[src/rtl/dma_chain_pkg.sv]
package dma_chain_pkg;

    localparam int WORD_W      = 32;
    localparam int BYTE_SHIFT  = $clog2(WORD_W / 8);
    localparam int DESC_WORDS  = 8;
    localparam int DESC_IDX_W  = $clog2(DESC_WORDS);
    localparam int ALIGN_BITS  = $clog2(DESC_WORDS * WORD_W / 8);
    localparam int REG_AW      = 3;

    // descriptor word offsets
    localparam int F_SRC_ATTR  = 0;
    localparam int F_SRC       = 1;
    localparam int F_DST_ATTR  = 2;
    localparam int F_DST       = 3;
    localparam int F_LINK      = 5;
    localparam int F_COUNT     = 7;

    // link word flag positions
    localparam int LK_END      = 0;
    localparam int LK_SEG_IE   = 3;

    // register indices
    localparam int RG_MODE     = 0;
    localparam int RG_STAT     = 1;
    localparam int RG_CUR      = 2;
    localparam int RG_NEXT     = 3;
    localparam int RG_REMAIN   = 4;
    localparam int RG_SATTR    = 5;
    localparam int RG_DATTR    = 6;

    // mode bits
    localparam int MD_START    = 0;
    localparam int MD_ABORT    = 1;
    localparam int MD_ERR_IE   = 4;
    localparam int MD_SEG_IE   = 5;
    localparam int MD_END_IE   = 6;

    // status bits
    localparam int ST_BUSY     = 0;
    localparam int ST_HALT     = 1;
    localparam int ST_SEG      = 2;
    localparam int ST_END      = 3;
    localparam int ST_PERR     = 4;
    localparam int ST_TERR     = 5;

    typedef enum logic [2:0] {
        S_IDLE,
        S_FETCH,
        S_CHECK,
        S_RD,
        S_WR,
        S_LINK
    } seq_state_e;

endpackage

[src/rtl/dma_chain_seq.sv]
module dma_chain_seq
    import dma_chain_pkg::*;
(
    input  logic              clk,
    input  logic              rst_n,
    input  logic              go,
    input  logic              abort_req,
    input  logic              cur_we,
    input  logic [WORD_W-1:0] cur_wdata,
    output logic              mem_req,
    output logic              mem_we,
    output logic [WORD_W-1:0] mem_addr,
    output logic [WORD_W-1:0] mem_wdata,
    input  logic [WORD_W-1:0] mem_rdata,
    input  logic              mem_ack,
    input  logic              mem_err,
    output logic              busy,
    output logic              ev_seg,
    output logic              ev_end,
    output logic              ev_perr,
    output logic              ev_terr,
    output logic              ev_stop,
    output logic [WORD_W-1:0] cur,
    output logic [WORD_W-1:0] nxt,
    output logic [WORD_W-1:0] remain,
    output logic [WORD_W-1:0] sattr,
    output logic [WORD_W-1:0] dattr
);

    localparam logic [WORD_W-1:0] ALIGN_MASK = ~((WORD_W'(1) << ALIGN_BITS) - 1);
    localparam logic [WORD_W-1:0] CNT_MASK   = ~((WORD_W'(1) << BYTE_SHIFT) - 1);
    localparam logic [WORD_W-1:0] STEP       = WORD_W'(1) << BYTE_SHIFT;

    typedef struct packed {
        seq_state_e            state;
        logic [DESC_IDX_W-1:0] widx;
        logic [WORD_W-1:0]     cur;
        logic [WORD_W-1:0]     nxt;
        logic [WORD_W-1:0]     src;
        logic [WORD_W-1:0]     dst;
        logic [WORD_W-1:0]     sattr;
        logic [WORD_W-1:0]     dattr;
        logic [WORD_W-1:0]     cnt;
        logic [WORD_W-1:0]     remain;
        logic [WORD_W-1:0]     data;
    } seq_t;

    seq_t q, d;

    always_comb begin
        d       = q;
        ev_seg  = 1'b0;
        ev_end  = 1'b0;
        ev_perr = 1'b0;
        ev_terr = 1'b0;
        ev_stop = 1'b0;

        mem_req   = (q.state == S_FETCH) || (q.state == S_RD) || (q.state == S_WR);
        mem_we    = (q.state == S_WR);
        mem_wdata = q.data;
        case (q.state)
            S_RD:    mem_addr = q.src;
            S_WR:    mem_addr = q.dst;
            default: mem_addr = q.cur + (WORD_W'(q.widx) << BYTE_SHIFT);
        endcase

        case (q.state)
            S_IDLE: begin
                if (cur_we) d.cur = cur_wdata & ALIGN_MASK;
                if (go) begin
                    d.state = S_FETCH;
                    d.widx  = '0;
                end
            end
            S_FETCH: begin
                if (mem_ack) begin
                    case (q.widx)
                        DESC_IDX_W'(F_SRC_ATTR): d.sattr = mem_rdata;
                        DESC_IDX_W'(F_SRC):      d.src   = mem_rdata;
                        DESC_IDX_W'(F_DST_ATTR): d.dattr = mem_rdata;
                        DESC_IDX_W'(F_DST):      d.dst   = mem_rdata;
                        DESC_IDX_W'(F_LINK):     d.nxt   = mem_rdata;
                        DESC_IDX_W'(F_COUNT):    d.cnt   = mem_rdata;
                        default: ;
                    endcase
                    if (q.widx == DESC_IDX_W'(DESC_WORDS - 1)) d.state = S_CHECK;
                    else d.widx = q.widx + 1'b1;
                end
            end
            S_CHECK: begin
                if ((q.cnt & CNT_MASK) == '0) begin
                    d.remain = '0;
                    d.state  = S_IDLE;
                    ev_perr  = 1'b1;
                    ev_stop  = 1'b1;
                end else begin
                    d.remain = q.cnt & CNT_MASK;
                    d.state  = S_RD;
                end
            end
            S_RD: begin
                if (mem_ack) begin
                    d.data  = mem_rdata;
                    d.state = S_WR;
                end
            end
            S_WR: begin
                if (mem_ack) begin
                    d.src    = q.src + STEP;
                    d.dst    = q.dst + STEP;
                    d.remain = q.remain - STEP;
                    d.state  = (q.remain == STEP) ? S_LINK : S_RD;
                end
            end
            S_LINK: begin
                ev_seg = q.nxt[LK_SEG_IE];
                if (q.nxt[LK_END]) begin
                    ev_end  = 1'b1;
                    ev_stop = 1'b1;
                    d.state = S_IDLE;
                end else begin
                    d.cur   = q.nxt & ALIGN_MASK;
                    d.widx  = '0;
                    d.state = S_FETCH;
                end
            end
            default: d.state = S_IDLE;
        endcase

        if (mem_req && mem_ack && mem_err) begin
            d       = q;
            d.state = S_IDLE;
            ev_seg  = 1'b0;
            ev_end  = 1'b0;
            ev_perr = 1'b0;
            ev_terr = 1'b1;
            ev_stop = 1'b1;
        end else if (abort_req && (q.state != S_IDLE) && (!mem_req || mem_ack)) begin
            d.state = S_IDLE;
            ev_seg  = 1'b0;
            ev_end  = 1'b0;
            ev_perr = 1'b0;
            ev_stop = 1'b1;
        end
    end

    always_ff @(posedge clk or negedge rst_n) begin
        if (!rst_n) begin
            q       <= '0;
            q.state <= S_IDLE;
        end else begin
            q <= d;
        end
    end

    assign busy   = (q.state != S_IDLE);
    assign cur    = q.cur;
    assign nxt    = q.nxt;
    assign remain = q.remain;
    assign sattr  = q.sattr;
    assign dattr  = q.dattr;

    // an open request holds its address, direction and data until acknowledged
    a_r13_req_hold: assert property (@(posedge clk) disable iff (!rst_n)
        mem_req && !mem_ack |=> mem_req && $stable(mem_addr) && $stable(mem_we) && $stable(mem_wdata));

    // a programming error leaves the count at zero and the channel idle
    a_r7_zero_count: assert property (@(posedge clk) disable iff (!rst_n)
        ev_perr |=> (remain == '0) && !busy);

    // the descriptor pointer in use is always 32-byte aligned
    a_r12_aligned: assert property (@(posedge clk) disable iff (!rst_n)
        busy |-> (cur[ALIGN_BITS-1:0] == '0));

    // abort with no open request stops the channel on the next edge
    a_r9_abort_stop: assert property (@(posedge clk) disable iff (!rst_n)
        abort_req && busy && !mem_req |=> !busy && !mem_req);

endmodule

[src/rtl/dma_chain_regs.sv]
module dma_chain_regs
    import dma_chain_pkg::*;
(
    input  logic              clk,
    input  logic              rst_n,
    input  logic              reg_we,
    input  logic [REG_AW-1:0] reg_addr,
    input  logic [WORD_W-1:0] reg_wdata,
    output logic [WORD_W-1:0] reg_rdata,
    input  logic              busy,
    input  logic              ev_seg,
    input  logic              ev_end,
    input  logic              ev_perr,
    input  logic              ev_terr,
    input  logic              ev_stop,
    input  logic [WORD_W-1:0] cur,
    input  logic [WORD_W-1:0] nxt,
    input  logic [WORD_W-1:0] remain,
    input  logic [WORD_W-1:0] sattr,
    input  logic [WORD_W-1:0] dattr,
    output logic              go,
    output logic              abort_req,
    output logic              cur_we,
    output logic              irq
);

    typedef struct packed {
        logic start;
        logic abort;
        logic err_ie;
        logic seg_ie;
        logic end_ie;
        logic halted;
        logic seg;
        logic fin;
        logic perr;
        logic terr;
    } ctl_t;

    ctl_t q, d;

    logic wr_mode, wr_stat;
    logic [WORD_W-1:0] mode_word, stat_word;

    always_comb begin
        wr_mode = reg_we && (reg_addr == REG_AW'(RG_MODE));
        wr_stat = reg_we && (reg_addr == REG_AW'(RG_STAT));
        cur_we  = reg_we && (reg_addr == REG_AW'(RG_CUR));
        go      = wr_mode && reg_wdata[MD_START] && !reg_wdata[MD_ABORT] && !busy;

        d = q;
        if (wr_mode) begin
            d.err_ie = reg_wdata[MD_ERR_IE];
            d.seg_ie = reg_wdata[MD_SEG_IE];
            d.end_ie = reg_wdata[MD_END_IE];
            if (busy) d.abort = q.abort | reg_wdata[MD_ABORT];
        end
        if (go) begin
            d.start  = 1'b1;
            d.halted = 1'b0;
        end
        if (wr_stat) begin
            if (reg_wdata[ST_SEG])  d.seg  = 1'b0;
            if (reg_wdata[ST_END])  d.fin  = 1'b0;
            if (reg_wdata[ST_PERR]) d.perr = 1'b0;
            if (reg_wdata[ST_TERR]) d.terr = 1'b0;
        end
        if (ev_seg)  d.seg  = 1'b1;
        if (ev_end)  d.fin  = 1'b1;
        if (ev_perr) d.perr = 1'b1;
        if (ev_terr) d.terr = 1'b1;
        if (ev_stop) begin
            d.halted = 1'b1;
            d.start  = 1'b0;
            d.abort  = 1'b0;
        end
    end

    always_ff @(posedge clk or negedge rst_n) begin
        if (!rst_n) q <= '0;
        else        q <= d;
    end

    always_comb begin
        mode_word = '0;
        mode_word[MD_START]  = q.start;
        mode_word[MD_ABORT]  = q.abort;
        mode_word[MD_ERR_IE] = q.err_ie;
        mode_word[MD_SEG_IE] = q.seg_ie;
        mode_word[MD_END_IE] = q.end_ie;
        stat_word = '0;
        stat_word[ST_BUSY] = busy;
        stat_word[ST_HALT] = q.halted;
        stat_word[ST_SEG]  = q.seg;
        stat_word[ST_END]  = q.fin;
        stat_word[ST_PERR] = q.perr;
        stat_word[ST_TERR] = q.terr;
        case (reg_addr)
            REG_AW'(RG_MODE):   reg_rdata = mode_word;
            REG_AW'(RG_STAT):   reg_rdata = stat_word;
            REG_AW'(RG_CUR):    reg_rdata = cur;
            REG_AW'(RG_NEXT):   reg_rdata = nxt;
            REG_AW'(RG_REMAIN): reg_rdata = remain;
            REG_AW'(RG_SATTR):  reg_rdata = sattr;
            REG_AW'(RG_DATTR):  reg_rdata = dattr;
            default:            reg_rdata = '0;
        endcase
    end

    assign abort_req = q.abort;
    assign irq = (q.err_ie & (q.perr | q.terr)) | (q.seg_ie & q.seg) | (q.end_ie & q.fin);

    // every stop leaves the channel halted with start released
    a_r6_stop_halts: assert property (@(posedge clk) disable iff (!rst_n)
        ev_stop |=> q.halted && !q.start && !q.abort);

    // a start clears halted
    a_r2_go_clears_halt: assert property (@(posedge clk) disable iff (!rst_n)
        go |=> !q.halted && q.start);

    // a one written to the segment bit clears it unless a new event arrives
    a_r10_w1c_seg: assert property (@(posedge clk) disable iff (!rst_n)
        wr_stat && reg_wdata[ST_SEG] && !ev_seg |=> !q.seg);

endmodule

[src/rtl/dma_chain_ctrl.sv]
module dma_chain_ctrl
    import dma_chain_pkg::*;
(
    input  logic              clk,
    input  logic              rst_n,
    input  logic              reg_we,
    input  logic [REG_AW-1:0] reg_addr,
    input  logic [WORD_W-1:0] reg_wdata,
    output logic [WORD_W-1:0] reg_rdata,
    output logic              mem_req,
    output logic              mem_we,
    output logic [WORD_W-1:0] mem_addr,
    output logic [WORD_W-1:0] mem_wdata,
    input  logic [WORD_W-1:0] mem_rdata,
    input  logic              mem_ack,
    input  logic              mem_err,
    output logic              irq
);

    logic go, abort_req, cur_we, busy;
    logic ev_seg, ev_end, ev_perr, ev_terr, ev_stop;
    logic [WORD_W-1:0] cur, nxt, remain, sattr, dattr;

    dma_chain_seq u_seq (
        .clk       (clk),
        .rst_n     (rst_n),
        .go        (go),
        .abort_req (abort_req),
        .cur_we    (cur_we),
        .cur_wdata (reg_wdata),
        .mem_req   (mem_req),
        .mem_we    (mem_we),
        .mem_addr  (mem_addr),
        .mem_wdata (mem_wdata),
        .mem_rdata (mem_rdata),
        .mem_ack   (mem_ack),
        .mem_err   (mem_err),
        .busy      (busy),
        .ev_seg    (ev_seg),
        .ev_end    (ev_end),
        .ev_perr   (ev_perr),
        .ev_terr   (ev_terr),
        .ev_stop   (ev_stop),
        .cur       (cur),
        .nxt       (nxt),
        .remain    (remain),
        .sattr     (sattr),
        .dattr     (dattr)
    );

    dma_chain_regs u_regs (
        .clk       (clk),
        .rst_n     (rst_n),
        .reg_we    (reg_we),
        .reg_addr  (reg_addr),
        .reg_wdata (reg_wdata),
        .reg_rdata (reg_rdata),
        .busy      (busy),
        .ev_seg    (ev_seg),
        .ev_end    (ev_end),
        .ev_perr   (ev_perr),
        .ev_terr   (ev_terr),
        .ev_stop   (ev_stop),
        .cur       (cur),
        .nxt       (nxt),
        .remain    (remain),
        .sattr     (sattr),
        .dattr     (dattr),
        .go        (go),
        .abort_req (abort_req),
        .cur_we    (cur_we),
        .irq       (irq)
    );

    // the interrupt only rises together with, or after, a sticky event
    a_r11_irq_cause: assert property (@(posedge clk) disable iff (!rst_n)
        $rose(irq) |-> $past(ev_seg || ev_end || ev_perr || ev_terr || reg_we));

endmodule

[config.mk]
export PLATFORM = sky130hd
export DESIGN_NAME = dma_chain_ctrl
export DESIGN_NICKNAME = d
export VERILOG_FILES = /design/src/rtl/dma_chain_pkg.sv /design/src/rtl/dma_chain_seq.sv /design/src/rtl/dma_chain_regs.sv /design/src/rtl/dma_chain_ctrl.sv
export SDC_FILE = /design/constraint.sdc
export NUM_CORES = 1
export LEC_CHECK = 0
export BUFFER_PORTS_ARGS = -buffer_cell sky130_fd_sc_hd__buf_2
export CAP_MARGIN = 20
export CORE_MARGIN = 1
export CORE_UTILIZATION = 25
export DETAILED_ROUTE_END_ITERATION = 7
export GPL_ROUTABILITY_DRIVEN = 0
export SYNTH_ARGS = -nofsm -noshare
export SYNTH_HDL_FRONTEND = slang
export SYNTH_SLANG_ARGS = --single-unit
[constraint.sdc]
create_clock -name clk -period 2.69 [get_ports clk]
set_input_delay 0.538 -clock clk [delete_from_list [all_inputs] [get_ports clk]]
set_output_delay 0.538 -clock clk [all_outputs]
set_load 0.03 [all_outputs]
==> results of run 1 <==
## sequential cells by signal, summed over array words and instances (netlist names)
name,flops
u_regs.abort_req,1
u_seq.mem_wdata,32
u_seq.nxt,32
u_seq.q,100
u_seq.dattr,32
u_seq.cur,27
u_regs.q,5
u_seq.remain,30
u_regs.mode_word,4
u_seq.sattr,32
## critical path, cell delays in order, from the launching register on
cell and delay, ns:
sky130_fd_sc_hd__dfrtp_1 0.41, sky130_fd_sc_hd__or3b_4 0.43, sky130_fd_sc_hd__inv_4 0.09, sky130_fd_sc_hd__buf_12 0.15
sky130_fd_sc_hd__bufbuf_16 0.30, sky130_fd_sc_hd__a22oi_1 0.08, sky130_fd_sc_hd__nand2_1 0.12, sky130_fd_sc_hd__buf_6 0.14
## per-layer routing
| metal | track usage | part of all wire | vias to the layer above |
|---|---|---|---|
| met1 | 0.235 | 0.43 | 7193 |
| met3 | 0.0302 | 0.064 | 155 |
| met5 | 0 | 0 | - |
| met4 | 0.0752 | 0.043 | 0 |
| met2 | 0.288 | 0.46 | 606 |
| li1 | - | - | 6359 |
## final timing paths
kind	to	startpoint
setup / recovery	mem_addr[22]	u_seq.q[291]
hold / removal	u_seq.cur[29]	reg_wdata[29]
setup reg to reg	u_seq.q[189]	u_seq.q[291]
hold reg to reg	u_seq.q[161]	u_seq.q[161]
max in group asynchronous	u_seq.sattr[11]	rst_n
min in group asynchronous	u_seq.remain[14]	rst_n
## repair_timing
action	4_1_cts	5_1_grt
hold buffers	1	0
setup endpoints to repair	34	34
buffers inserted	6	1
gates resized for setup	81	12
pin swaps	7	1
gates cloned	5	0
endpoints found under the hold margin	27	0
## stage by stage
step	setup slack, ns	std cells	power (mW)	utilization
after detailed placement	0.180	2574	15.7	0.282
after global routing	-0.135	2650	22.4	0.310
after floorplan	0.157	1634	12.9	-
after global placement	-0.157	2573	15.5	0.282
final	-0.0933	2650	21.4	0.310
after CTS	-0.0819	2649	21.4	0.309
## cells in the final DEF, fill, tap and decap left out, types with 9 or more instances in the layout
| master | instances |
|---|---|
| sky130_fd_sc_hd__o31ai_1 | 12 |
| sky130_fd_sc_hd__a21oi_1 | 82 |
| sky130_fd_sc_hd__a31oi_1 | 52 |
| sky130_fd_sc_hd__buf_6 | 26 |
| sky130_fd_sc_hd__clkbuf_16 | 36 |
| sky130_fd_sc_hd__a22oi_1 | 19 |
| sky130_fd_sc_hd__nor3_1 | 21 |
| sky130_fd_sc_hd__o21ai_0 | 64 |
| sky130_fd_sc_hd__o22a_1 | 19 |
| sky130_fd_sc_hd__mux2i_1 | 34 |
| sky130_fd_sc_hd__o22ai_1 | 10 |
| sky130_fd_sc_hd__dfrtp_1 | 295 |
| sky130_fd_sc_hd__inv_1 | 25 |
| sky130_fd_sc_hd__nor4_1 | 28 |
| sky130_fd_sc_hd__a22o_1 | 46 |
| sky130_fd_sc_hd__buf_4 | 56 |
| sky130_fd_sc_hd__mux2_2 | 163 |
| sky130_fd_sc_hd__buf_12 | 19 |
| sky130_fd_sc_hd__nand3_1 | 38 |
| sky130_fd_sc_hd__a221o_1 | 37 |
| sky130_fd_sc_hd__o21a_1 | 9 |
| sky130_fd_sc_hd__nor2_1 | 117 |
| sky130_fd_sc_hd__ha_1 | 10 |
| sky130_fd_sc_hd__and3_1 | 20 |
| sky130_fd_sc_hd__buf_2 | 136 |
| sky130_fd_sc_hd__nand2_1 | 194 |
| sky130_fd_sc_hd__nand4_1 | 19 |
## power by group
group          total, mW  switching, mW  internal [mW]
Sequential          8.10           2.01           6.08
Combinational       8.26           4.76           3.50
Clock               5.01           1.99           3.02
## logic make-up (layout without fill, tap and decap cells)
family / Yosys count / after routing / synth area share
simple gates: 522 / 522 / 0.161
flops: 295 / 295 / 0.453
compound gates: 431 / 431 / 0.187
mux: 202 / 202 / 0.138
buf+inv: 174 / 335 / 0.0528
fa+ha+maj: 10 / 10 / 0.00768
## layout make-up
class	instances	area, sq um
Fill cell	6643	44500
Multi-Input combinational cell	1165	8190
Sequential cell	295	7380
Tap cell	855	1070
Timing Repair Buffer	246	2010
Clock buffer	48	1010
Inverter	26	100
Clock inverter	15	199
==> results.py, run 1 <==
metrics = {
    "status": {
        "status": "finished with violations",
        "violations": "negative setup slack",
    },
    "synth": {
        "synth-seq-area-share": 0.453,
        "ys_seq_elements": 295,
        "syn_avg_cell_area_sq_um": 9.97,
        "synth.top_cells.by_area": "sky130_fd_sc_hd__dfrtp_1 (45%), sky130_fd_sc_hd__mux2_2 (11%), sky130_fd_sc_hd__nand2_1 (4.5%)",
        "synthesis.yosys.warnings": 0,
        "synth_cell_types": 81,
        "synth.net_count": 1716,
        "synth_enable_flop_cells": 0,
        "ys_async_sr_fraction": 1.00,
        "netlist_instances": 1634,
        "synth.most_common_cell": "sky130_fd_sc_hd__dfrtp_1",
        "synth_top_cells_by_count": "sky130_fd_sc_hd__dfrtp_1 (295), sky130_fd_sc_hd__nand2_1 (194), sky130_fd_sc_hd__mux2_2 (163)",
        "synth_top_area_frac": 0.453,
        "synth_area_sq_um": 16300,
        "yosys_most_used_dff": "sky130_fd_sc_hd__dfrtp_1",
        "synth_largest_area_cell": "sky130_fd_sc_hd__dfrtp_1",
    },
    "hold_path": {
        "min-delay-path-class": "in -> reg",
        "worstHoldPathCells": 3,
    },
    "die": {
        "placementRows": 93,
        "placeable_core_region_sq_um": 64500,
        "floorplan.die_area_sq_um": 66200,
        "die_y_um": 257,
        "initial_core_util": 0.253,
        "dieWidth_um": 257,
        "num_io_pins": 171,
    },
    "grt": {
        "first_global_vias": 14377,
        "grt_first_pass_wirelength_mm": 90.7,
        "globalRoute.totalOverflow": 0,
        "antenna_found_initial": 2,
        "maximum_number_of_pins_on_one_net_before_global_route_repair": 75,
        "globalRouteTotalUtil": 0.178,
    },
    "power": {
        "max-vdd-ir-drop_mv": 0.562,
        "total_leakage_power_nw": 8.84,
        "power-per-cell-area_nw_per_um2": 1070,
    },
    "timing": {
        "setup_violations": 26,
        "timing.final.hold_violations": 0,
        "maxSlewHeadroom": 0.295,
        "skew_ns": 0.0320,
        "drv_slew": 0,
        "maxClockFrequency_mhz": 359,
        "hold_slack_ns": 0.248,
        "post-route-min-period_ns": 2.78,
        "grt_setup_unrepaired": "yes",
        "fin_ws_ns": -0.0933,
        "tightest_slew_ns": 1.06,
        "fin_crit_sh": 1.03,
        "timing.setup.tns_ns": -1.26,
    },
    "layout": {
        "synthesis_to_layout_area_growth_pct": 22.5,
        "finish.net_count": 1851,
        "layout-drive-gt1-share": 0.293,
        "stdcell_area_sq_um": 20000,
        "antennaDiodeCount": 0,
    },
    "routing": {
        "totalWireLength_mm": 60.4,
        "drc": 0,
        "drt_first_iter_violations": 1409,
        "dr_total_vias": 14313,
        "drt_pass1_iterations": 7,
        "final_antenna_net_count": 0,
        "routed_via_density": 5.40,
        "routedWlPerCell_um": 22.8,
    },
    "run": {
        "maxCapViolations": 0,
    },
    "critical_path": {
        "critical_path_sink_type": "primary output",
        "crit_arrival_ns": 2.25,
        "cp_max_fo": 11,
        "worstPathRequired_ns": 2.15,
        "timing.reg2reg.setup_slack_ns": 0.24,
        "crit_type": "reg -> out",
        "ff2ff_path_depth": 8,
        "start_kind": "flop",
    },
    "clock_network": {
        "clkLatencyLatePin_ns": 0.55,
        "cts.path.max_buffers": 3,
        "htree_num_levels": 2,
        "cts_tree": "done",
        "clk_pin_slew_ns": 0.06,
        "cts.root.buffer_cell": "sky130_fd_sc_hd__clkbuf_16",
        "clock-sinks": 295,
        "cts_buffers": 35,
    },
    "placed_design": {
        "place.detailed.hpwl_mm": 43.5,
        "dpl_cell_area_sq_um": 18200,
        "port_buffers": 170,
    },
}
Power figures use the tool's default switching activity.
==> run 2: changes to the inputs <==
Settings changed: SETUP_SLACK_MARGIN from default to 0.5.
==> run 2 against run 1 <==
Against the previous run: the run still ends with negative setup slack left; setup slack worse by 0.016 ns; maximum frequency down 0.58%; sequential share of layout area down 4.5 points; combinational power up 21%; sequential power up 1%; register-to-register slack better by 0.06 ns; power up 7.8%; clock power down 3%; final cell count up 4.2%; cell area up 14%; worst hold slack worse by 0.028 ns; global-route usage up 1.4 points; highest routed layer unchanged.
==> results.py, run 2 (synthesis gave the netlist of run 1 again) <==
metrics = {
    "status": {
        "status": "finished with violations",
        "violations": "negative setup slack",
    },
    "timing": {
        "maxClockFrequency_mhz": 357,
        "post-route-min-period_ns": 2.80,
        "hold_slack_ns": 0.220,
        "timing.final.hold_violations": 0,
        "drv_slew": 0,
        "skew_ns": 0.0304,
        "grt_setup_unrepaired": "yes",
        "maxSlewHeadroom": 0.457,
        "fin_ws_ns": -0.110,
        "setup_violations": 22,
        "fin_crit_sh": 1.04,
        "tightest_slew_ns": 0.813,
    },
    "clock_network": {
        "clkLatencyLatePin_ns": 0.56,
        "htree_num_levels": 2,
        "cts.path.max_buffers": 3,
        "cts.root.buffer_cell": "sky130_fd_sc_hd__clkbuf_16",
        "cts_buffers": 34,
        "clock-sinks": 295,
        "clk_pin_slew_ns": 0.07,
        "cts_tree": "done",
    },
    "power": {
        "power.share.combinational": 0.433,
        "total_leakage_power_nw": 9.90,
        "fin_total_pwr_mw": 23.0,
        "power-per-cell-area_nw_per_um2": 1010,
        "power.sequential.fraction": 0.356,
        "share_clk_of_total_power": 0.211,
        "cellInternalPower_mw": 13.5,
        "switchingPower_mw": 9.58,
        "max-vdd-ir-drop_mv": 0.454,
        "fraction_of_power_spent_switching_nets": 0.416,
    },
    "critical_path": {
        "critPathTopFamily": "simple AND/OR/NAND/NOR gates",
        "worstPathBufferInverterCount": 3,
        "worstReg2RegStart": "u_seq.q[291]",
        "worst_path_cell_with_the_longest_stage_delay": "sky130_fd_sc_hd__or3b_4",
        "cp_cell_sequence": "or3b_4 > inv_8 > buf_16 > nor3_2 > a221o_2 > buf_6",
        "worstPathRequired_ns": 2.15,
        "crit_arrival_ns": 2.26,
        "crit_path_start": "u_seq.q[291]",
        "critical_path.max_stage_delay_ns": 0.45,
        "start_kind": "flop",
        "cp_max_fo": 9,
        "crit_type": "reg -> out",
        "critical_path_sink_type": "primary output",
    },
    "grt": {
        "grt_first_pass_wirelength_mm": 96.0,
        "first_global_vias": 14535,
        "globalRouteTotalUtil": 0.192,
        "globalRoute.totalOverflow": 0,
        "antenna_found_initial": 1,
        "maximum_number_of_pins_on_one_net_before_global_route_repair": 73,
    },
    "die": {
        "die_y_um": 257,
        "placeable_core_region_sq_um": 64500,
        "dieWidth_um": 257,
        "floorplan.die_area_sq_um": 66200,
        "initial_core_util": 0.253,
        "placementRows": 93,
        "num_io_pins": 171,
    },
    "layout": {
        "postLayoutCoreUtil": 0.354,
        "final_common_cell": "sky130_fd_sc_hd__dfrtp_1",
        "finish.net_count": 1962,
        "layout-drive-gt1-share": 0.434,
        "number_of_flip_flops_in_the_largest_register": 100,
        "synthesis_to_layout_area_growth_pct": 40.1,
        "mostFrequentLayoutCells": "sky130_fd_sc_hd__dfrtp_1 (274), sky130_fd_sc_hd__mux2_2 (146), sky130_fd_sc_hd__nand2_1 (141)",
        "antennaDiodeCount": 0,
        "stdcell_area_sq_um": 22800,
        "biggest_register": "u_seq.q",
    },
    "routing": {
        "drc": 0,
        "drt_first_iter_violations": 1810,
        "drt_pass1_iterations": 8,
        "dr_total_vias": 15327,
        "totalWireLength_mm": 69.4,
        "final_antenna_net_count": 0,
        "routed_via_density": 5.55,
        "routedWlPerCell_um": 25.2,
    },
    "hold_path": {
        "min-delay-start": "reg_wdata[25]",
        "min-delay-path-class": "in -> reg",
    },
    "placed_design": {
        "dpl_cell_area_sq_um": 18300,
        "place.detailed.hpwl_mm": 43.9,
        "port_buffers": 170,
    },
    "run": {
        "maxCapViolations": 0,
    },
}
-- run 2: layout make-up --
cell class / instances / area (sq um)
fill: 6404 / 41600
multi-input combinational: 1167 / 9150
sequential: 295 / 7410
timing repair buffer: 356 / 3930
tap: 855 / 1070
clock buffer: 47 / 1000
clock inverter: 14 / 156
inverter: 26 / 105
-- run 2: power groups by stage --
stage                     logic [mW]  clock network, mW  registers [mW]
after global routing            10.6               5.13            8.39
after floorplan                 5.88                  0            7.17
after CTS                       9.02               4.96            7.98
final                           9.97               4.87            8.20
after global placement          7.52                  0            8.05
after detailed placement        7.68                  0            8.11
-- run 2: final timing paths --
path | slack (ns) | to | cells after the start
setup reg to reg | 0.30 | u_seq.q[192] | 11
setup / recovery | -0.11 | mem_addr[2] | 6
hold / removal | 0.22 | u_seq.cur[25] | 3
max in group asynchronous | 1.33 | u_seq.cur[13] | 3
min in group asynchronous | 0.57 | u_seq.dattr[6] | 2
hold reg to reg | 0.49 | u_seq.mem_wdata[29] | 1
-- run 2: tightest hold or removal path, cell delays in order --
cell and delay (ns):
sky130_fd_sc_hd__buf_2 0.09, sky130_fd_sc_hd__nand2_1 0.04, sky130_fd_sc_hd__a31oi_1 0.07
-- run 2: metrics by stage --
step	setup slack (ns)	TNS, ns	cells
floorplan	0.498	0	1634
global placement	-0.111	-0.636	2574
detailed placement	0.128	0	2575
CTS	-0.115	-1.58	2699
global route	-0.166	-2.62	2760
finish	-0.110	-1.20	2760
-- run 2: timing repair --
action / CTS / global route
hold buffers: 1 / 0
buffers inserted: 48 / 38
resized for setup: 246 / 241
endpoints found under the setup margin: 147 / 203
pin swaps: 40 / 83
cloned: 14 / 23
hold endpoints to repair: 37 / 0
-- run 2: metal layers --
layer	part of all wire	wire, um	up-vias	global-route usage
met5	0	0	-	0
met4	0.051	3510	0	0.0761
met3	0.086	5950	191	0.0456
met2	0.46	31900	823	0.306
met1	0.40	28100	7727	0.249
li1	-	-	6586	-
==> run 3: changes to the inputs <==
Settings changed: PLACE_DENSITY from default to 0.49.
==> run 3 against run 2 <==
Against the previous run: the flow still finishes with violations (negative setup slack); global-route usage grew 0.18 points; largest power group unchanged; cell area shrank 2.5%; core utilization shrank 0.88 points; sequential power shrank 2%; register-to-register slack gained 0.11 ns.
==> results.py, run 3 (synthesis gave the netlist of run 1 again) <==
metrics = {
    "clock_network": {
        "clock-sinks": 295,
        "clk_pin_slew_ns": 0.06,
        "htree_num_levels": 2,
        "cts.path.max_buffers": 3,
        "cts_tree": "done",
        "clkLatencyLatePin_ns": 0.56,
        "cts.root.buffer_cell": "sky130_fd_sc_hd__clkbuf_16",
        "cts_buffers": 35,
    },
    "die": {
        "floorplan.die_area_sq_um": 66200,
        "die_y_um": 257,
        "num_io_pins": 171,
        "initial_core_util": 0.253,
        "placeable_core_region_sq_um": 64500,
        "dieWidth_um": 257,
        "placementRows": 93,
    },
    "critical_path": {
        "worstPathRequired_ns": 2.15,
        "critical_path_sink_type": "primary output",
        "cp_cell_sequence": "or3b_4 > clkinv_4 > buf_12 > buf_16 > nor3_2 > a221o_2 > buf_6",
        "critPathTopFamily": "buffers and inverters",
        "critical_path.max_stage_delay_ns": 0.44,
        "cp_max_fo": 6,
        "crit_path_start": "u_seq.q[292]",
        "crit_arrival_ns": 2.25,
        "worstPathBufferInverterCount": 4,
        "worstReg2RegStart": "u_seq.q[292]",
        "start_kind": "flop",
        "worst_path_cell_with_the_longest_stage_delay": "sky130_fd_sc_hd__or3b_4",
        "crit_type": "reg -> out",
    },
    "timing": {
        "maxClockFrequency_mhz": 359,
        "setup_violations": 9,
        "grt_setup_unrepaired": "yes",
        "fin_ws_ns": -0.0934,
        "timing.setup.tns_ns": -0.540,
        "tightest_slew_ns": 1.08,
        "post-route-min-period_ns": 2.78,
        "fin_crit_sh": 1.03,
        "drv_slew": 0,
        "hold_slack_ns": 0.232,
        "maxSlewHeadroom": 0.277,
        "timing.final.hold_violations": 0,
        "skew_ns": 0.0238,
    },
    "layout": {
        "stdcell_area_sq_um": 22200,
        "finish.net_count": 1943,
        "multi_input_area_sq_um": 8870,
        "finalNonFillerCells": 2742,
        "synthesis_to_layout_area_growth_pct": 36.6,
        "layout-drive-gt1-share": 0.401,
        "number_of_flip_flops_in_the_largest_register": 100,
        "mostFrequentLayoutCells": "sky130_fd_sc_hd__dfrtp_1 (277), sky130_fd_sc_hd__nand2_1 (163), sky130_fd_sc_hd__mux2_2 (133)",
        "final_common_cell": "sky130_fd_sc_hd__dfrtp_1",
        "postLayoutCoreUtil": 0.345,
        "fillers": 6479,
        "register_area_sq_um": 7400,
        "biggest_register": "u_seq.q",
    },
    "power": {
        "power.share.combinational": 0.428,
        "power-per-cell-area_nw_per_um2": 1020,
        "total_leakage_power_nw": 9.73,
        "share_clk_of_total_power": 0.219,
        "max-vdd-ir-drop_mv": 0.492,
        "power.sequential.fraction": 0.353,
        "fin_total_pwr_mw": 22.8,
        "cellInternalPower_mw": 13.5,
        "switchingPower_mw": 9.25,
        "fraction_of_power_spent_switching_nets": 0.406,
    },
    "routing": {
        "dr_total_vias": 14829,
        "drt_pass1_iterations": 5,
        "drc": 0,
        "totalWireLength_mm": 67.3,
        "routed_via_density": 5.41,
        "drt_first_iter_violations": 1346,
        "routedWlPerCell_um": 24.5,
        "final_antenna_net_count": 0,
    },
    "status": {
        "violations": "negative setup slack",
        "status": "finished with violations",
    },
    "placed_design": {
        "place.detailed.hpwl_mm": 43.9,
        "dpl_cell_area_sq_um": 18300,
        "dpl.cell_count": 2577,
        "place_ws_ns": 0.193,
        "port_buffers": 170,
    },
    "grt": {
        "grt_first_pass_wirelength_mm": 96.5,
        "globalRouteTotalUtil": 0.194,
        "antenna_found_initial": 1,
        "maximum_number_of_pins_on_one_net_before_global_route_repair": 70,
        "first_global_vias": 14185,
        "globalRoute.totalOverflow": 0,
    },
    "hold_path": {
        "min-delay-path-class": "in -> reg",
        "min-delay-start": "reg_wdata[13]",
    },
    "run": {
        "maxCapViolations": 0,
    },
}
## run 3: cell types whose count changed in the layout (fill, tap and decap cells not counted), moves of 7 or more
cell / change
sky130_fd_sc_hd__mux2_4: +15
sky130_fd_sc_hd__nand2_1: +22
sky130_fd_sc_hd__nand2_4: -15
sky130_fd_sc_hd__a21oi_1: +9
sky130_fd_sc_hd__a21oi_2: -9
sky130_fd_sc_hd__buf_6: -17
sky130_fd_sc_hd__nor2_1: +7
sky130_fd_sc_hd__mux2_2: -13
sky130_fd_sc_hd__o21ai_0: +11
sky130_fd_sc_hd__nor2_4: -8
## run 3: path summary, 6_finish.rpt
path	end	cells past startpoint	slack, ns
max	mem_addr[4]	7	-0.09
min	u_seq.cur[13]	3	0.23
max reg2reg	u_seq.remain[17]	12	0.41
min reg2reg	u_seq.mem_wdata[29]	1	0.49
max in group asynchronous	u_seq.nxt[19]	3	1.38
min in group asynchronous	u_seq.nxt[8]	2	0.48
## run 3: area by class of cell
type                            count  area share
Multi-Input combinational cell   1166       0.399
Sequential cell                   295       0.333
Timing Repair Buffer              337       0.163
Tap cell                          855      0.0481
Clock buffer                       49      0.0458
Clock inverter                     13     0.00720
Inverter                           26     0.00461
Antenna cell                        1    0.000112
## run 3: routing by layer
layer	vias up	global-route usage	wire length (um)
met5	-	0	0
met4	0	0.0575	2080
met3	114	0.0243	3790
met2	595	0.320	32200
met1	7570	0.263	29200
li1	6550	-	-
## run 3: tightest hold or removal path, stage by stage
cell and delay [ns]:
sky130_fd_sc_hd__buf_2 0.10, sky130_fd_sc_hd__nand2_1 0.05, sky130_fd_sc_hd__a31oi_1 0.07
## run 3: power groups by stage
stage                     Clock, mW  Sequential [mW]  Combinational (mW)
after detailed placement          0             8.00                7.76
after global routing           5.27             8.25                10.3
after floorplan                   0             7.17                5.88
after CTS                      5.10             7.94                9.21
after global placement            0             7.96                7.64
final                          4.98             8.04                9.75
## run 3: what timing repair did
item                       CTS  global route
hold buffers                 1             0
gates resized for setup    289           105
pin swaps                   51            59
hold endpoints to repair    40             0
setup endpoints to repair  127           235
cloned                      17            13
buffers inserted            48            23
